File: src/rtl/acc_shift_pkg.sv
package acc_shift_pkg;

  typedef enum logic {
    SHOP_ARITH = 1'b0,
    SHOP_LOGIC = 1'b1
  } shop_e;

  typedef enum logic {
    DIR_LEFT  = 1'b0,
    DIR_RIGHT = 1'b1
  } shdir_e;

endpackage

File: src/rtl/acc_amt_decode.sv
module acc_amt_decode #(
  parameter int SRC_W = 32,
  parameter int AMT_W = 6
) (
  input  logic [SRC_W-1:0]               src,
  output acc_shift_pkg::shdir_e          dir,
  output logic [AMT_W-1:0]               mag
);
  import acc_shift_pkg::*;

  logic signed [AMT_W-1:0] amt;

  always_comb begin
    amt = $signed(src[AMT_W-1:0]);
    if (amt <= 0) begin
      dir = DIR_RIGHT;
      mag = AMT_W'(-amt);
    end else begin
      dir = DIR_LEFT;
      mag = AMT_W'(amt);
    end
  end

endmodule

File: src/rtl/acc_shift_core.sv
module acc_shift_core #(
  parameter int ACC_W = 40,
  parameter int MAG_W = 6
) (
  input  logic [ACC_W-1:0]        a,
  input  acc_shift_pkg::shop_e    op,
  input  acc_shift_pkg::shdir_e   dir,
  input  logic [MAG_W-1:0]        mag,
  output logic [ACC_W-1:0]        y
);
  import acc_shift_pkg::*;

  localparam int WIDE_W = 2 * ACC_W;

  logic              fill;
  logic [WIDE_W-1:0] wide;
  logic [WIDE_W-1:0] wide_sh;

  always_comb begin
    fill    = (op == SHOP_ARITH) ? a[ACC_W-1] : 1'b0;
    wide    = {{ACC_W{fill}}, a};
    wide_sh = wide >> mag;
    if (dir == DIR_RIGHT) y = wide_sh[ACC_W-1:0];
    else                  y = a << mag;
  end

endmodule

File: src/rtl/acc_bank.sv
module acc_bank #(
  parameter int ACC_W   = 40,
  parameter int NUM_ACC = 2,
  parameter int SEL_W   = (NUM_ACC > 1) ? $clog2(NUM_ACC) : 1
) (
  input  logic                          clk,
  input  logic                          rst_n,
  input  logic                          ld_en,
  input  logic [SEL_W-1:0]              ld_sel,
  input  logic [ACC_W-1:0]              ld_val,
  input  logic                          ld_av,
  input  logic                          wr_en,
  input  logic [SEL_W-1:0]              wr_sel,
  input  logic [ACC_W-1:0]              wr_val,
  output logic [NUM_ACC-1:0][ACC_W-1:0] acc_q,
  output logic [NUM_ACC-1:0]            av_q
);

  for (genvar i = 0; i < NUM_ACC; i++) begin : g_acc
    always_ff @(posedge clk) begin
      if (!rst_n) begin
        acc_q[i] <= '0;
        av_q[i]  <= 1'b0;
      end else if (ld_en && ld_sel == SEL_W'(i)) begin
        acc_q[i] <= ld_val;
        av_q[i]  <= ld_av;
      end else if (wr_en && wr_sel == SEL_W'(i)) begin
        acc_q[i] <= wr_val;
        av_q[i]  <= 1'b0;
      end
    end
  end

endmodule

File: src/rtl/acc_shifter.sv
module acc_shifter #(
  parameter int EXT_W   = 8,
  parameter int WORD_W  = 32,
  parameter int SRC_W   = 32,
  parameter int AMT_W   = 6,
  parameter int NUM_ACC = 2,
  localparam int ACC_W  = EXT_W + WORD_W,
  localparam int SEL_W  = (NUM_ACC > 1) ? $clog2(NUM_ACC) : 1
) (
  input  logic                            clk,
  input  logic                            rst_n,
  input  logic                            ld_en,
  input  logic [SEL_W-1:0]                ld_sel,
  input  logic [ACC_W-1:0]                ld_val,
  input  logic                            ld_av,
  input  logic                            cmd_valid,
  output logic                            cmd_ready,
  input  logic [SEL_W-1:0]                cmd_sel,
  input  logic                            cmd_logical,
  input  logic [SRC_W-1:0]                cmd_src,
  output logic [NUM_ACC-1:0][EXT_W-1:0]   acc_ext_o,
  output logic [NUM_ACC-1:0][WORD_W-1:0]  acc_word_o,
  output logic [NUM_ACC-1:0]              av_o
);
  import acc_shift_pkg::*;

  logic                          fire;
  shdir_e                        dir;
  shop_e                         op;
  logic [AMT_W-1:0]              mag;
  logic [ACC_W-1:0]              cur;
  logic [ACC_W-1:0]              res;
  logic [NUM_ACC-1:0][ACC_W-1:0] acc_q;

  assign cmd_ready = ~ld_en;
  assign fire      = cmd_valid & cmd_ready;
  assign op        = cmd_logical ? SHOP_LOGIC : SHOP_ARITH;
  assign cur       = acc_q[cmd_sel];

  acc_amt_decode #(.SRC_W(SRC_W), .AMT_W(AMT_W)) u_dec (
    .src (cmd_src),
    .dir (dir),
    .mag (mag)
  );

  acc_shift_core #(.ACC_W(ACC_W), .MAG_W(AMT_W)) u_core (
    .a   (cur),
    .op  (op),
    .dir (dir),
    .mag (mag),
    .y   (res)
  );

  acc_bank #(.ACC_W(ACC_W), .NUM_ACC(NUM_ACC), .SEL_W(SEL_W)) u_bank (
    .clk    (clk),
    .rst_n  (rst_n),
    .ld_en  (ld_en),
    .ld_sel (ld_sel),
    .ld_val (ld_val),
    .ld_av  (ld_av),
    .wr_en  (fire),
    .wr_sel (cmd_sel),
    .wr_val (res),
    .acc_q  (acc_q),
    .av_q   (av_o)
  );

  for (genvar i = 0; i < NUM_ACC; i++) begin : g_split
    assign acc_ext_o[i]  = acc_q[i][ACC_W-1:WORD_W];
    assign acc_word_o[i] = acc_q[i][WORD_W-1:0];
  end

endmodule

File: config.mk
export PLATFORM = sky130hd
export DESIGN_NAME = acc_shifter
export DESIGN_NICKNAME = d
export VERILOG_FILES = /design/src/rtl/acc_shift_pkg.sv /design/src/rtl/acc_amt_decode.sv /design/src/rtl/acc_shift_core.sv /design/src/rtl/acc_bank.sv /design/src/rtl/acc_shifter.sv
export SDC_FILE = /design/constraint.sdc
export NUM_CORES = 1
export LEC_CHECK = 0
export ABC_CLOCK_PERIOD_IN_PS = 6400
export CORE_MARGIN = 1.5
export CORE_UTILIZATION = 40
export DETAILED_ROUTE_END_ITERATION = 16
export DONT_BUFFER_PORTS = 1
export GPL_ROUTABILITY_DRIVEN = 0
export PLACE_DENSITY_LB_ADDON = 0.12
export SKIP_CTS_REPAIR_TIMING = 1
export SYNTH_ARGS = -nofsm -noshare
export SYNTH_HDL_FRONTEND = slang
export SYNTH_SLANG_ARGS = --single-unit
File: constraint.sdc
create_clock -name clk -period 6.4 [get_ports clk]
set_clock_uncertainty 0.05 [all_clocks]
set_input_delay 1.28 -clock clk [delete_from_list [all_inputs] [get_ports clk]]
set_output_delay 1.28 -clock clk [all_outputs]
set_load 0.01 [all_outputs]
==> metrics.txt <==
status=finished, final reports clean; post-route cell area=0.0101 sq mm; final setup fails=0; startpoint of the worst-slack reg-to-reg timing path=u_bank.acc_q[39]; kind of critical path=in -> reg; Via Count=10438; number of pins with negative max-slew slack in the final report=0; number of enable-type register cells in the synthesized netlist=0; synthesis-to-layout area growth=5.69%; R2R cell count=7; flip-flop cell with the highest count after synthesis=dfxtp_1; CTS Buffer Depth=2; Avg WL per Cell=32.8 um; post-route fraction of the period consumed by the critical path=78.2%; met3 wire len=5.56 mm; Setup WS post-layout=1.40 ns; power per unit of standard cell area=192 mW/mm^2; top layer used by detailed routing=met4; unrepaired setup endpoints after global routing=false; multi-input logic area=0.00750 sq mm; GRT Util Overall=35.9%; syn avg cell area=8.82 sq um; WP data required=6.65 ns; DIE HEIGHT=158 um; part of the Yosys area used for sequential elements=17.1%; Top-Level Pins=163; initial antenna violation count=0; final critical delay including setup and external delays=5.00 ns; asr flop ratio synth=0%; iteration count of the initial detailed-routing pass=6; remaining routing DRC violations=0; synthesis warning total=0; worst hold margin=0.487 ns; GR Overflow Total=0; reported max-cap violation count=0; IO buf count=0; initial cell density of the core=40.8%; number of nets at the end of the flow=1113; drt via density=7.70; number of sinks on the clock net=82; final setup TNS=0 ns; share of cells above drive strength 1=16.9%; cell area after synthesis=0.00960 sq mm; violation count after the first detailed-route iteration=1628; worst hold endpoint=u_bank.av_q[1]; clock slew at reported path FFs=0.07 ns; pre-CTS worst setup slack=1.19 ns; Final Total Pwr=0.00195 W; worst ir drop on vdd=0.130 mV; met1 WL=17.6 mm; die area=0.0249 sq mm; number of synthesized register bits=82; via count of the first global-routing pass=9670; number of distinct library cells after synthesis=81; Fin. Hold Viols=0; CTS tree=done; DRT antenna net count=0; number of diodes added for antenna fixing=0; Critical Path Source Type=input pin; Cells on Worst Hold Path=2; Core Box Area=0.0235 sq mm; start point of the worst hold path=u_bank.av_q[1]; dpl cell area=0.00987 sq mm; synthesized net count=1170; register area=0.00164 sq mm; met2 WL=19.1 mm; Post-DP HPWL=32.9 mm; highest net fanout along the worst path=85; commonest non-fill, non-tap cells in the layout=138 x mux2i_1, 104 x nor2_1, 84 x mux4_2; fmax=200 MHz; number of buffers created by CTS=9; data arrival at the endpoint of the critical path=5.26 ns; Reg2Reg Setup Slack=3.05 ns; Crit Reg-Reg Endpoint=u_bank.acc_q[58]; total wire length=44.4 mm; transition time of the tightest slew-check pin=1.16 ns; cell chosen for the clock root=clkbuf_16; die width=158 um; count of standard-cell rows=56; worst slew margin relative to its limit=22.1%; type of element capturing the critical path=flop; leakage component of the power=3.54 nW; class of the worst hold path=reg -> reg; number of levels in the clock H-tree=3; number of standard cells after synthesis=1089; fill cell instance count of the final layout=2402; largest net degree at the start of global routing=86; global-route wire length before repair=65.8 mm; leading cell type in the layout, fill and taps excluded=mux2i_1; clk_lat worst skew=0.36 ns
-- Yosys cell counts, types with 22 or more instances --
master	number	area, sq um
mux2i_1	138	1380
a21oi_1	54	270
o21ai_0	40	200
mux4_2	84	1890
nand2_1	65	244
buf_2	33	165
nor2_1	107	402
clkbuf_1	54	203
nor3_1	34	170
a22o_1	22	193
a22oi_1	62	465
nand3_1	34	170
dfxtp_1	82	1640
o22ai_1	22	138
-- worst max path at each step --
stage                     startpoint          endpoint  slack [ns]
after floorplan           cmd_src[0]  u_bank.acc_q[53]        1.49
after global placement    cmd_src[0]  u_bank.acc_q[12]        1.23
after detailed placement  cmd_src[0]  u_bank.acc_q[12]        1.19
after CTS                 cmd_src[0]  u_bank.acc_q[12]        1.56
after global routing      cmd_src[0]  u_bank.acc_q[12]        1.24
final                     cmd_src[0]  u_bank.acc_q[12]        1.40
-- kinds of logic after synthesis --
group                      count (synthesis)  synth area share [%]
AOI/OAI and AO/OA                        358                  27.1
and+or+nand+nor                          299                  14.6
muxes                                    233                  35.4
buffers and inverters                    114                  5.40
DFF                                       82                  17.1
xor gates and xnor gates                   2                 0.261
adders and majority gates                  1                 0.130
-- power breakdown --
| group | total, W | switching, W | leakage (nW) | internal [W] |
|---|---|---|---|---|
| logic | 0.000818 | 0.000512 | 2.75 | 0.000306 |
| clock network | 0.000522 | 0.000255 | 0.126 | 0.000267 |
| registers | 0.000611 | 0.0000699 | 0.671 | 0.000542 |
| total | 0.00195 | 0.000837 | 3.54 | 0.00111 |
-- state kept, by name (all words and copies together) (netlist names) --
signal        count
u_bank.av_q       2
u_bank.acc_q     80
-- layout make-up --
cell class | count | area share [%]
Timing Repair Buffer | 37 | 2.86
Tap cell | 319 | 3.93
Sequential cell | 82 | 16.2
Clock inverter | 6 | 0.481
Clock buffer | 10 | 2.26
Multi-Input combinational cell | 893 | 74.0
Inverter | 9 | 0.333
-- per-layer routing --
layer	up-vias	track usage, %
li1	4280	-
met1	5167	49.3
met2	814	53.2
met3	177	9.96
met4	0	14.1
met5	-	0
-- stage by stage --
step	util, %	std cells
final	43.1	1356
after detailed placement	41.9	1340
after global routing	43.1	1356
after global placement	41.9	1340
after floorplan	-	1089
after CTS	43.1	1356
-- worst max-delay path, stage by stage --
cell and delay (ns):
inv_1 0.08, ha_1 0.28, or4b_1 0.64, nand3_2 0.26, nand2_2 0.53, buf_4 0.41, a2111oi_1 0.92, o21ai_1 0.22
a41o_1 0.34, o21a_1 0.20, nor2_1 0.07
Power figures use the tool's default switching activity.
